==> src/rtl/spi_dma_pkg.sv <==
package spi_dma_pkg;

  localparam int REG_AW = 3;

  // register write addresses
  localparam logic [REG_AW-1:0] RA_CTRL = 3'd0;
  localparam logic [REG_AW-1:0] RA_TXB  = 3'd1;
  localparam logic [REG_AW-1:0] RA_RXB  = 3'd2;
  localparam logic [REG_AW-1:0] RA_CNT  = 3'd3;
  localparam logic [REG_AW-1:0] RA_DLY  = 3'd4;

  // control word bit positions
  localparam int CB_START = 0;
  localparam int CB_IRQEN = 1;
  localparam int CB_DUP   = 2;
  localparam int CB_RXINC = 4;
  localparam int CB_TXINC = 5;
  localparam int CB_SS    = 6;

  localparam logic [1:0] DUP_RX = 2'b00;
  localparam logic [1:0] DUP_TX = 2'b01;

  typedef enum logic [2:0] {
    S_IDLE, S_FETCH, S_LOAD, S_SHIFT, S_STORE, S_GAP
  } state_e;

  // strobes from control to datapath
  typedef struct packed {
    logic init;
    logic fetch;
    logic load;
    logic shift;
    logic store;
  } dpCmd_t;

  function automatic logic [2:0] groupBytes(input logic [1:0] code);
    case (code)
      2'b10:   return 3'd1;
      2'b01:   return 3'd2;
      2'b11:   return 3'd4;
      default: return 3'd0;
    endcase
  endfunction

endpackage

==> src/rtl/spi_dma_ctrl.sv <==
module spi_dma_ctrl
  import spi_dma_pkg::*;
#(
  parameter int ADDR_W = 12,
  parameter int CNT_W  = 12,
  parameter int DLY_W  = 3,
  parameter int REG_W  = 12
) (
  input  logic              clk,
  input  logic              rstN,
  input  logic              regWe,
  input  logic [REG_AW-1:0] regAddr,
  input  logic [REG_W-1:0]  regWdata,
  input  logic              abortReq,
  input  logic              byteEnd,
  output dpCmd_t            cmd,
  output logic [ADDR_W-1:0] txBase,
  output logic [ADDR_W-1:0] rxBase,
  output logic              txInc,
  output logic              rxInc,
  output logic              txOn,
  output logic              rxOn,
  output logic              ssN,
  output logic              busy,
  output logic              done,
  output logic              irq,
  output logic [1:0]        cfgDuplex,
  output logic [1:0]        cfgSsMode,
  output logic              cfgIrqEn
);

  localparam int GAP_W = 2;
  localparam logic [GAP_W-1:0] GAP_LAST = '1;
  localparam int IRQ_W = DLY_W + 2;

  state_e             stateQ;
  logic [1:0]         ssModeQ, duplexQ;
  logic               txIncQ, rxIncQ, irqEnQ;
  logic [ADDR_W-1:0]  txBaseQ, rxBaseQ;
  logic [CNT_W-1:0]   countQ, remainQ;
  logic [DLY_W-1:0]   dlyQ;
  logic [2:0]         grpCntQ;
  logic [GAP_W-1:0]   gapCntQ;
  logic               abortPendQ, ssLowQ, doneQ, irqQ, irqArmQ;
  logic [IRQ_W-1:0]   irqCntQ;

  logic idle, cfgWe, startReq, wrIrqEn, lastByte, grpFull, stopNow;
  logic [2:0] groupSize;

  assign idle      = (stateQ == S_IDLE);
  assign cfgWe     = regWe && idle;
  assign startReq  = cfgWe && (regAddr == RA_CTRL) && regWdata[CB_START];
  assign wrIrqEn   = regWdata[CB_IRQEN] && (regWdata[CB_SS+:2] == 2'b00);
  assign groupSize = groupBytes(ssModeQ);
  assign lastByte  = (remainQ == CNT_W'(1));
  assign grpFull   = (ssModeQ != 2'b00) && ((grpCntQ + 3'd1) == groupSize);
  assign stopNow   = abortPendQ || abortReq;

  // configuration registers, writable only while idle
  always_ff @(posedge clk or negedge rstN) begin
    if (!rstN) begin
      ssModeQ <= '0; duplexQ <= '0; txIncQ <= 1'b0; rxIncQ <= 1'b0;
      irqEnQ  <= 1'b0; txBaseQ <= '0; rxBaseQ <= '0; countQ <= '0; dlyQ <= '0;
    end else if (cfgWe) begin
      case (regAddr)
        RA_CTRL: begin
          ssModeQ <= regWdata[CB_SS+:2];
          duplexQ <= regWdata[CB_DUP+:2];
          txIncQ  <= regWdata[CB_TXINC];
          rxIncQ  <= regWdata[CB_RXINC];
          irqEnQ  <= wrIrqEn;
        end
        RA_TXB:  txBaseQ <= regWdata[ADDR_W-1:0];
        RA_RXB:  rxBaseQ <= regWdata[ADDR_W-1:0];
        RA_CNT:  countQ  <= regWdata[CNT_W-1:0];
        RA_DLY:  dlyQ    <= regWdata[DLY_W-1:0];
        default: ;
      endcase
    end
  end

  // session sequencer, framing and idle-delay timer
  always_ff @(posedge clk or negedge rstN) begin
    if (!rstN) begin
      stateQ <= S_IDLE; remainQ <= '0; grpCntQ <= '0; gapCntQ <= '0;
      abortPendQ <= 1'b0; ssLowQ <= 1'b0; doneQ <= 1'b0;
      irqQ <= 1'b0; irqArmQ <= 1'b0; irqCntQ <= '0;
    end else begin
      doneQ <= 1'b0;
      irqQ  <= 1'b0;
      if (irqArmQ) begin
        irqCntQ <= irqCntQ + IRQ_W'(1);
        if (irqCntQ == {dlyQ, 2'b11}) begin
          irqQ    <= 1'b1;
          irqArmQ <= 1'b0;
        end
      end
      if (!idle && abortReq) abortPendQ <= 1'b1;

      case (stateQ)
        S_IDLE: begin
          if (startReq) begin
            irqArmQ    <= 1'b0;
            abortPendQ <= 1'b0;
            grpCntQ    <= '0;
            if (countQ == '0) begin
              doneQ   <= 1'b1;
              irqArmQ <= wrIrqEn;
              irqCntQ <= '0;
            end else begin
              remainQ <= countQ;
              stateQ  <= S_FETCH;
            end
          end
        end
        S_FETCH: stateQ <= S_LOAD;
        S_LOAD: begin
          ssLowQ <= (ssModeQ != 2'b00);
          stateQ <= S_SHIFT;
        end
        S_SHIFT: if (byteEnd) stateQ <= S_STORE;
        S_STORE: begin
          remainQ <= remainQ - CNT_W'(1);
          if (lastByte) begin
            stateQ  <= S_IDLE;
            ssLowQ  <= 1'b0;
            doneQ   <= 1'b1;
            irqArmQ <= irqEnQ;
            irqCntQ <= '0;
          end else if (stopNow) begin
            stateQ <= S_IDLE;
            ssLowQ <= 1'b0;
          end else if (grpFull) begin
            stateQ  <= S_GAP;
            ssLowQ  <= 1'b0;
            grpCntQ <= '0;
            gapCntQ <= '0;
          end else begin
            stateQ  <= S_FETCH;
            grpCntQ <= grpCntQ + 3'd1;
          end
        end
        S_GAP: begin
          gapCntQ <= gapCntQ + GAP_W'(1);
          if (gapCntQ == GAP_LAST) stateQ <= stopNow ? S_IDLE : S_FETCH;
        end
        default: stateQ <= S_IDLE;
      endcase
    end
  end

  always_comb begin
    cmd.init  = startReq && (countQ != '0);
    cmd.fetch = (stateQ == S_FETCH);
    cmd.load  = (stateQ == S_LOAD);
    cmd.shift = (stateQ == S_SHIFT);
    cmd.store = (stateQ == S_STORE);
  end

  assign txBase    = txBaseQ;
  assign rxBase    = rxBaseQ;
  assign txInc     = txIncQ;
  assign rxInc     = rxIncQ;
  assign txOn      = (duplexQ != DUP_RX);
  assign rxOn      = (duplexQ != DUP_TX);
  assign ssN       = !ssLowQ;
  assign busy      = !idle;
  assign done      = doneQ;
  assign irq       = irqQ;
  assign cfgDuplex = duplexQ;
  assign cfgSsMode = ssModeQ;
  assign cfgIrqEn  = irqEnQ;

endmodule

==> src/rtl/spi_dma_dp.sv <==
module spi_dma_dp
  import spi_dma_pkg::*;
#(
  parameter int ADDR_W = 12,
  parameter int DATA_W = 8
) (
  input  logic              clk,
  input  logic              rstN,
  input  dpCmd_t            cmd,
  input  logic [ADDR_W-1:0] txBase,
  input  logic [ADDR_W-1:0] rxBase,
  input  logic              txInc,
  input  logic              rxInc,
  input  logic              txOn,
  input  logic              rxOn,
  input  logic [DATA_W-1:0] memRdata,
  input  logic              miso,
  output logic [ADDR_W-1:0] memAddr,
  output logic              memRe,
  output logic              memWe,
  output logic [DATA_W-1:0] memWdata,
  output logic              sck,
  output logic              mosi,
  output logic              byteEnd
);

  localparam int BIT_W = $clog2(DATA_W);
  localparam logic [BIT_W-1:0] BIT_LAST = BIT_W'(DATA_W - 1);
  localparam logic [1:0] PH_SAMPLE = 2'd1;
  localparam logic [1:0] PH_LAST   = 2'd3;

  logic [ADDR_W-1:0] txAddrQ, rxAddrQ;
  logic [DATA_W-1:0] txShQ, rxShQ;
  logic [1:0]        phaseQ;
  logic [BIT_W-1:0]  bitCntQ;

  assign byteEnd = cmd.shift && (phaseQ == PH_LAST) && (bitCntQ == BIT_LAST);

  always_ff @(posedge clk or negedge rstN) begin
    if (!rstN) begin
      txAddrQ <= '0; rxAddrQ <= '0; txShQ <= '0; rxShQ <= '0;
      phaseQ  <= '0; bitCntQ <= '0;
    end else begin
      if (cmd.init) begin
        txAddrQ <= txBase;
        rxAddrQ <= rxBase;
      end
      if (cmd.load) begin
        txShQ   <= txOn ? memRdata : '1;
        phaseQ  <= '0;
        bitCntQ <= '0;
      end
      if (cmd.shift) begin
        phaseQ <= phaseQ + 2'd1;
        if (phaseQ == PH_SAMPLE) rxShQ <= {rxShQ[DATA_W-2:0], miso};
        if (phaseQ == PH_LAST && bitCntQ != BIT_LAST) begin
          txShQ   <= {txShQ[DATA_W-2:0], 1'b0};
          bitCntQ <= bitCntQ + BIT_W'(1);
        end
      end
      if (cmd.store) begin
        if (txInc) txAddrQ <= txAddrQ + ADDR_W'(1);
        if (rxInc) rxAddrQ <= rxAddrQ + ADDR_W'(1);
      end
    end
  end

  assign memRe    = cmd.fetch && txOn;
  assign memWe    = cmd.store && rxOn;
  assign memAddr  = cmd.store ? rxAddrQ : txAddrQ;
  assign memWdata = rxShQ;
  assign sck      = cmd.shift && phaseQ[1];
  assign mosi     = txShQ[DATA_W-1];

endmodule

==> src/rtl/spi_dma_engine.sv <==
module spi_dma_engine
  import spi_dma_pkg::*;
#(
  parameter int ADDR_W = 12,
  parameter int CNT_W  = 12,
  parameter int DLY_W  = 3,
  parameter int DATA_W = 8,
  parameter int REG_W  = 12
) (
  input  logic              clk,
  input  logic              rstN,
  input  logic              regWe,
  input  logic [REG_AW-1:0] regAddr,
  input  logic [REG_W-1:0]  regWdata,
  output logic [ADDR_W-1:0] memAddr,
  output logic              memRe,
  output logic              memWe,
  output logic [DATA_W-1:0] memWdata,
  input  logic [DATA_W-1:0] memRdata,
  output logic              sck,
  output logic              mosi,
  input  logic              miso,
  output logic              ssN,
  input  logic              abortReq,
  output logic              busy,
  output logic              done,
  output logic              irq
);

  dpCmd_t            cmd;
  logic [ADDR_W-1:0] txBase, rxBase;
  logic              txInc, rxInc, txOn, rxOn, byteEnd;
  logic [1:0]        cfgDuplex, cfgSsMode;
  logic              cfgIrqEn;

  spi_dma_ctrl #(
    .ADDR_W(ADDR_W), .CNT_W(CNT_W), .DLY_W(DLY_W), .REG_W(REG_W)
  ) ctrl_i (
    .clk(clk), .rstN(rstN), .regWe(regWe), .regAddr(regAddr), .regWdata(regWdata),
    .abortReq(abortReq), .byteEnd(byteEnd), .cmd(cmd),
    .txBase(txBase), .rxBase(rxBase), .txInc(txInc), .rxInc(rxInc),
    .txOn(txOn), .rxOn(rxOn), .ssN(ssN), .busy(busy), .done(done), .irq(irq),
    .cfgDuplex(cfgDuplex), .cfgSsMode(cfgSsMode), .cfgIrqEn(cfgIrqEn)
  );

  spi_dma_dp #(
    .ADDR_W(ADDR_W), .DATA_W(DATA_W)
  ) dp_i (
    .clk(clk), .rstN(rstN), .cmd(cmd), .txBase(txBase), .rxBase(rxBase),
    .txInc(txInc), .rxInc(rxInc), .txOn(txOn), .rxOn(rxOn),
    .memRdata(memRdata), .miso(miso), .memAddr(memAddr), .memRe(memRe),
    .memWe(memWe), .memWdata(memWdata), .sck(sck), .mosi(mosi), .byteEnd(byteEnd)
  );

endmodule

==> config.mk <==
export PLATFORM = sky130hd
export DESIGN_NAME = spi_dma_engine
export DESIGN_NICKNAME = d
export VERILOG_FILES = /design/src/rtl/spi_dma_pkg.sv /design/src/rtl/spi_dma_ctrl.sv /design/src/rtl/spi_dma_dp.sv /design/src/rtl/spi_dma_engine.sv
export SDC_FILE = /design/constraint.sdc
export NUM_CORES = 1
export LEC_CHECK = 0
export ABC_AREA = 1
export ABC_CLOCK_PERIOD_IN_PS = 1650
export BUFFER_PORTS_ARGS = -buffer_cell sky130_fd_sc_hd__buf_2
export CORE_MARGIN = 5
export CORE_UTILIZATION = 30
export DETAILED_ROUTE_END_ITERATION = 12
export GPL_TIMING_DRIVEN = 0
export PLACE_DENSITY = 0.54
export SYNTH_ARGS = -nofsm -noshare
export SYNTH_HDL_FRONTEND = slang
export SYNTH_SLANG_ARGS = --single-unit
==> constraint.sdc <==
create_clock -name clk -period 1.65 [get_ports clk]
set_clock_uncertainty 0.05 [all_clocks]
set_input_delay 0.0825 -clock clk [delete_from_list [all_inputs] [get_ports clk]]
set_output_delay 0.0825 -clock clk [all_outputs]
set_load 0.01 [all_outputs]
==> flow_summary.yaml, run 1 <==
timing:
  rsz0062_at_grt: "yes"
  period_share_pct: 111
  hold_slack_ns: -0.0529
  setup_tns_ns: -9.72
  worst_slew_margin_rel_pct: 70.7
  setup_violations: 107
  clock.fmax_mhz: 548
  worstMarginPinSlew_ns: 0.436
  post-route-min-period_ns: 1.82
  drv_slew: 0
  finalWorstSetupSlack_ns: -0.175
  hold_viol_final: 3
routing:
  drc: 0
  via_per_inst: 4.74
  vias: 6132
  routed_wl_mm: 19.0
  drtIter0Drc: 305
  post_drt_wl_per_cell_um: 14.7
  ant_nets: 0
  first_pass_iters: 5
worst_hold_path:
  hp-class: "in2reg"
final_layout:
  fin_area_sq_mm: 0.00944
  mostFrequentLayoutCell: "nand2_1"
  final_cell_mix: "nand2_1, dfrtp_1, inv_1"
  nNetsFinal: 1045
  area_growth_pct: 44.6
  finish.utilization_pct: 43.7
  nFillCells: 2144
  n_antenna_cell: 0
  drive_above_1_share_pct: 34.1
clock_tree:
  cts_buffers: 17
  cts.path.max_buffers: 2
  cts.htree.levels: 4
  cts.sinks: 121
  cts_tree: "built"
  cts_hold_buf: 24
  cts_root_buffer: "clkbuf_16"
  path_clk_slew_ns: 0.05
  clock_latency_ns: 0.42
floorplan:
  die_w_um: 158
  die_h_um: 158
  initial_core_util_pct: 30.2
  core_sq_mm: 0.0216
  die-area_sq_mm: 0.0248
  pin_count: 56
  placement_rows: 54
critical_path:
  crit_required_ns: 1.52
  critPathMaxFanout: 5
  cp_data_arrival_time_ns: 1.69
  r2r_setup_slack_ns: -0.17
  critPathKind: "reg2out"
  cp-start-kind: "flop"
  cp-end-kind: "output pin"
synthesis:
  synth_compound_area_share_pct: 8.41
  synth_nets: 902
  synthXorXnorAreaFrac_pct: 1.88
  synthCells: 863
  yosys_warnings: 0
  synth_top_family_by_area: "simple AND/OR/NAND/NOR gates"
  synthDistinctLibCells: 38
  muxShareOfSynthArea_pct: 1.53
  netlist_area_sq_mm: 0.00653
  yosysSeqAreaShare_pct: 46.4
  ys_seq_elements: 121
  synthSimpleGateAreaFrac_pct: 31.7
  synthAdderAreaFrac_pct: 2.11
  avgSynthCellArea_sq_um: 7.57
power:
  seqPwrFrac_pct: 34.6
  ir_drop_uv: 882
  power.share.switching_pct: 40.7
  internal_power_mw: 9.43
  clock_power_share_pct: 20.9
  finalPower_mw: 15.9
  powerDensity_mw_per_mm2: 1690
  p_sw_mw: 6.48
  p_comb_share_pct: 44.5
  p_leak_nw: 4.61
placement:
  place_area_sq_mm: 0.00719
  port_buffers: 55
  gp_congestion: 0.848
  hpwlAfterDp_mm: 12.9
grt:
  grt_max_degree: 79
  overflow: 0
  first_global_vias: 6063
  grt_use_total_pct: 15.9
  grt_pass1_wl_mm: 31.1
  antenna_found_initial: 0
flow_run:
  max-cap-violations: 0
status:
  status: "finished with violations"
  violations: "hold timing, setup timing"
cells by family (layout without fill, tap and decap cells):
| family | Yosys count | count (layout) |
|---|---|---|
| buf+inv | 131 | 283 |
| mux | 9 | 9 |
| xor+xnor | 14 | 14 |
| fa+ha+maj | 11 | 11 |
| compound gates | 104 | 104 |
| flops | 121 | 121 |
| simple gates | 473 | 473 |
metal layers:
layer	wire length (um)	track usage (%)	share of wire [%]	vias to the layer above
li1	-	-	-	3058
met1	8900	21.8	47	2905
met2	8940	24.9	47	139
met3	825	3.38	4.3	30
met4	350	5.65	1.8	0
met5	0	0	0	-
stage by stage:
stage	setup WS, ns	std cells
6_report	-0.175	1295
5_1_grt	-0.255	1295
4_1_cts	-0.163	1284
3_5_place_dp	-0.467	1199
3_3_place_gp	-1.29	1198
2_1_floorplan	-0.0531	863
flip-flops by register name (all words and copies together), names as in the netlist, 3 cells and up:
| name | count |
|---|---|
| ctrl_i.countQ | 12 |
| ctrl_i.remainQ | 12 |
| ctrl_i.rxBase | 12 |
| ctrl_i.txBase | 12 |
| dp_i.rxAddrQ | 12 |
| dp_i.txAddrQ | 12 |
| dp_i.memWdata | 8 |
| dp_i.txShQ | 8 |
| ctrl_i.irqCntQ | 5 |
| ctrl_i.dlyQ | 3 |
| ctrl_i.grpCntQ | 3 |
| ctrl_i.stateQ | 3 |
| dp_i.bitCntQ | 3 |
path summary, 6_finish.rpt:
check / startpoint / endpoint / cells past startpoint
setup / recovery: ctrl_i.stateQ[0] / memAddr[1] / 6
hold / removal: regAddr[1] / ctrl_i.dlyQ[0] / 4
setup reg to reg: ctrl_i.stateQ[0] / ctrl_i.rxBase[11] / 10
hold reg to reg: ctrl_i.txBase[4] / ctrl_i.txBase[4] / 2
max in group asynchronous: rstN / dp_i.txAddrQ[2] / 3
min in group asynchronous: rstN / ctrl_i.grpCntQ[2] / 2
power groups by stage:
stage | clock, mW | combinational [mW] | sequential [mW]
after floorplan | 0 | 3.72 | 5.13
after global placement | 0 | 5.01 | 5.35
after detailed placement | 0 | 5.10 | 5.36
after CTS | 3.42 | 6.27 | 5.39
after global routing | 3.56 | 7.96 | 5.70
final | 3.33 | 7.07 | 5.50
what timing repair did:
action | in CTS | in global routing
pin swaps | 24 | 36
resized for setup | 199 | 149
setup buffers | 26 | 10
endpoints found under the hold margin | 100 | 2
gates cloned | 8 | 1
setup endpoints to repair | 131 | 128
layout make-up:
cell class	instances	area, sq um	share of cell area, %
Buffer	23	277	2.93
Clock inverter	5	50.0	0.530
Timing Repair Buffer	125	1030	10.9
Tap cell	280	350	3.71
Inverter	107	409	4.34
Multi-Input combinational cell	611	3830	40.6
Sequential cell	121	3030	32.1
Clock buffer	23	458	4.85
critical path, stage by stage (launching register included):
cell       delay [ns]
dfrtp_2          0.43
nor2_4           0.16
nand2_4          0.09
buf_8            0.15
clkbuf_16        0.17
o21ai_4          0.14
buf_6            0.12
cell usage after synthesis:
library cell  instances  share of area (%)
nor3_4                2               0.50
nand2_1             252                 14
nand3b_1              6               0.69
nand3_1              89                6.8
clkinv_1              2               0.12
dfrtp_1             121                 46
o21ai_1              10               0.77
nor2_1               86                4.9
a31oi_1               2               0.19
o21bai_1              4               0.46
buf_4                 3               0.34
buf_2                 7               0.54
o221ai_1              1               0.13
mux2_2                8                1.4
ha_1                 11                2.1
xnor2_1               4               0.54
nand4_1               5               0.48
nand3_2               2               0.31
nor4_4                2               0.65
xor2_1               10                1.3
or2_2                 3               0.29
inv_2                 2               0.12
nand3_4               1               0.27
inv_1               103                5.9
nor3_1               17                1.3
clkbuf_1             12               0.69
o22ai_1               4               0.38
a22o_1                2               0.27
buf_1                 1              0.057
nand2_2               2               0.19
nor2_4                2               0.34
and3_1                1              0.096
nor4_1                2               0.19
mux2i_1               1               0.15
buf_6                 1               0.17
nand2_4               1               0.17
o21ai_0              62                4.8
a21oi_1              19                1.5
No activity file was read; power rests on OpenSTA's default activity.
==> inputs of run 2 (changes only) <==
- CORE_UTILIZATION: 30 -> 54
- PLACE_DENSITY: 0.54 -> 0.83
- SYNTH_HIERARCHICAL: not set -> 1
==> run 2 against run 1 <==
Compared with the run above: sequential power is 8.9% higher; register-to-register slack worse by 0.36 ns; clock-buffer cell count is 3 lower; global-route usage is 15 points higher; critical endpoint is now dp_i/txAddrQ[6]; critical path depth is 5 higher; the run ends with setup timing left; sequential share of layout area is 0.95 points lower; setup slack worse by 0.36 ns; wire length is 51% higher; largest cell class unchanged; combinational power is 16% higher.
==> flow_summary.yaml, run 2 <==
status:
  status: "finished with violations"
  violations: "setup timing"
critical_path:
  r2r-end: "dp_i/txAddrQ[6]"
  r2r_setup_slack_ns: -0.54
  critPathMaxFanout: 5
  cp-start-kind: "flop"
  critPathKind: "reg2reg"
  reg2reg_depth: 11
  timing.rr.start: "ctrl_i/stateQ[0]"
  cp-end-kind: "flop"
  cp_data_arrival_time_ns: 2.43
  crit_required_ns: 1.89
clock_tree:
  path_clk_slew_ns: 0.06
  cts.htree.levels: 4
  cts.path.max_buffers: 2
  cts_tree: "built"
  cts_buffers: 17
  cts_root_buffer: "clkbuf_16"
  clock_latency_ns: 0.43
  cts.sinks: 121
grt:
  antenna_found_initial: 0
  grt_use_total_pct: 31.0
  first_global_vias: 6906
  overflow: 0
  grt_max_degree: 84
  grt_pass1_wl_mm: 35.1
routing:
  drtIter0Drc: 1291
  first_pass_iters: 8
  routed_wl_mm: 28.7
  ant_nets: 0
  post_drt_wl_per_cell_um: 24.5
  via_per_inst: 6.58
  drc: 0
  vias: 7692
final_layout:
  final_cells: 1169
  area_growth_pct: 47.5
  finish.utilization_pct: 80.9
  final_cell_mix: "nand2_1, dfrtp_1, inv_1"
  mostFrequentLayoutCell: "nand2_1"
  n_antenna_cell: 0
  drive_above_1_share_pct: 38.6
  nNetsFinal: 1049
placement:
  placed_cells: 1048
  port_buffers: 55
  gp_congestion: 0.925
  hpwlAfterDp_mm: 11.4
power:
  ir_drop_uv: 1370
  internal_power_mw: 10.3
  p_comb_share_pct: 44.5
  p_sw_mw: 8.17
  seqPwrFrac_pct: 32.4
  p_leak_nw: 4.71
  clock_power_share_pct: 23.1
  powerDensity_mw_per_mm2: 1900
  power.share.switching_pct: 44.3
synthesis:
  synth_commonest_cells: "nand2_1, dfrtp_1, inv_1"
  synth_top_cell_by_area: "dfrtp_1"
  synthDistinctLibCells: 45
  netlist_area_sq_mm: 0.00659
  synthCells: 845
  ys_seq_elements: 121
  synth.most_common_cell: "nand2_1"
  yosysSeqAreaShare_pct: 45.9
  synth_nets: 884
  synth_top_area_share_pct: 45.9
  synth_edf_count: 0
  synth_flop_cell: "dfrtp_1"
  avgSynthCellArea_sq_um: 7.80
  yosys_warnings: 6
  ys_async_sr_fraction_pct: 100
  netlist_top_cells_area: "dfrtp_1, nand2_1, inv_1"
floorplan:
  placement_rows: 40
  core_sq_mm: 0.0120
  initial_core_util_pct: 54.9
  die_w_um: 120
  die_h_um: 120
  pin_count: 56
  die-area_sq_mm: 0.0145
worst_hold_path:
  hp-class: "in2async"
timing:
  rsz0062_at_grt: "yes"
  setup_violations: 132
  post-route-min-period_ns: 2.19
  finalWorstSetupSlack_ns: -0.537
  clock.fmax_mhz: 457
  setup_tns_ns: -34.87
  period_share_pct: 133
  worst_slew_margin_rel_pct: 62.4
  drv_slew: 0
  hold_viol_final: 0
  worstMarginPinSlew_ns: 0.561
flow_run:
  max-cap-violations: 0
-- run 2: cell types whose count changed in the layout (fill, tap and decap cells not counted), moves of 6 or more --
cell     change
o21ai_1     +14
buf_12       +6
nand3_1     -18
a21oi_1      +8
nand2_4     -18
nand2_2     +19
buf_6       +24
nor2_1      -21
o21ai_2     +10
nand3_2     -25
nor3_1      -12
nor2_4      +12
nand2_1     -10
-- run 2: logic make-up (layout without fill, tap and decap cells) --
| group | after synthesis | count (layout) | synth area share [%] |
|---|---|---|---|
| xor gates and xnor gates | 11 | 11 | 1.46 |
| AOI/OAI and AO/OA | 154 | 154 | 12.8 |
| buffers and inverters | 139 | 315 | 8.71 |
| and+or+nand+nor | 398 | 399 | 27.1 |
| DFF | 121 | 121 | 45.9 |
| adders and majority gates | 11 | 11 | 2.09 |
| muxes | 11 | 11 | 1.86 |
-- run 2: critical path, cell delays in order, from the launching register on --
cell and delay (ns):
dfrtp_2 0.44, buf_12 0.14, nor2_4 0.13, nand3_4 0.14, nor2_4 0.19, nand2_4 0.08, a21oi_4 0.17, buf_12 0.17
buf_8 0.15, nor2_2 0.05, a211oi_2 0.21, a21oi_1 0.10
-- run 2: stage by stage --
stage | total power [mW] | area, sq um | setup slack (ns) | hold WS [ns]
finish | 18.5 | 9720 | -0.537 | 0.0995
detailed placement | 10.6 | 7130 | -0.454 | -0.0359
global placement | 10.4 | 7100 | -1.09 | 0.266
CTS | 16.0 | 9000 | -0.264 | 0.0206
global route | 19.1 | 9720 | -0.665 | 0.139
floorplan | 9.11 | 6640 | -0.171 | -0.263
-- run 2: routing by layer --
layer	routed length, um	GRT usage, %
met5	0	0
met4	2930	17.9
met3	3170	7.02
met2	13400	52.8
met1	9190	35.9
-- run 2: layout make-up --
class                   instances  area (sq um)
plain buffers                  22           293
flip-flops and latches        121          3030
fillers                       591          2290
clock buffers                  20           467
multi-input cells             586          3750
well taps                     147           184
repair buffers                147          1340
inverters                     115           459
clock inverters                11           193
-- run 2: timing repair --
action,4_1_cts,5_1_grt
gates cloned,14,3
hold endpoints to repair,172,0
setup endpoints to repair,114,127
setup buffers,37,19
gates resized for setup,174,170
pin swaps,50,48
hold buffers,22,0
-- run 2: how the worst max path moves through the flow --
stage / from / end / cells after the start
global route: ctrl_i/stateQ[0] / dp_i/txAddrQ[6] / 11
CTS: ctrl_i/stateQ[0] / memAddr[1] / 7
global placement: rstN / dp_i/txShQ[2] / 1
detailed placement: ctrl_i/stateQ[0] / dp_i/txAddrQ[10] / 11
finish: ctrl_i/stateQ[0] / dp_i/txAddrQ[6] / 11
floorplan: ctrl_i/stateQ[0] / dp_i/txAddrQ[10] / 10
-- run 2: power by group through the flow --
stage	registers (mW)	logic [mW]	clock network (mW)
3_5_place_dp	5.51	5.14	0
6_report	5.99	8.21	4.27
5_1_grt	6.06	8.68	4.39
3_3_place_gp	5.47	4.95	0
2_1_floorplan	5.23	3.88	0
4_1_cts	5.58	6.21	4.20
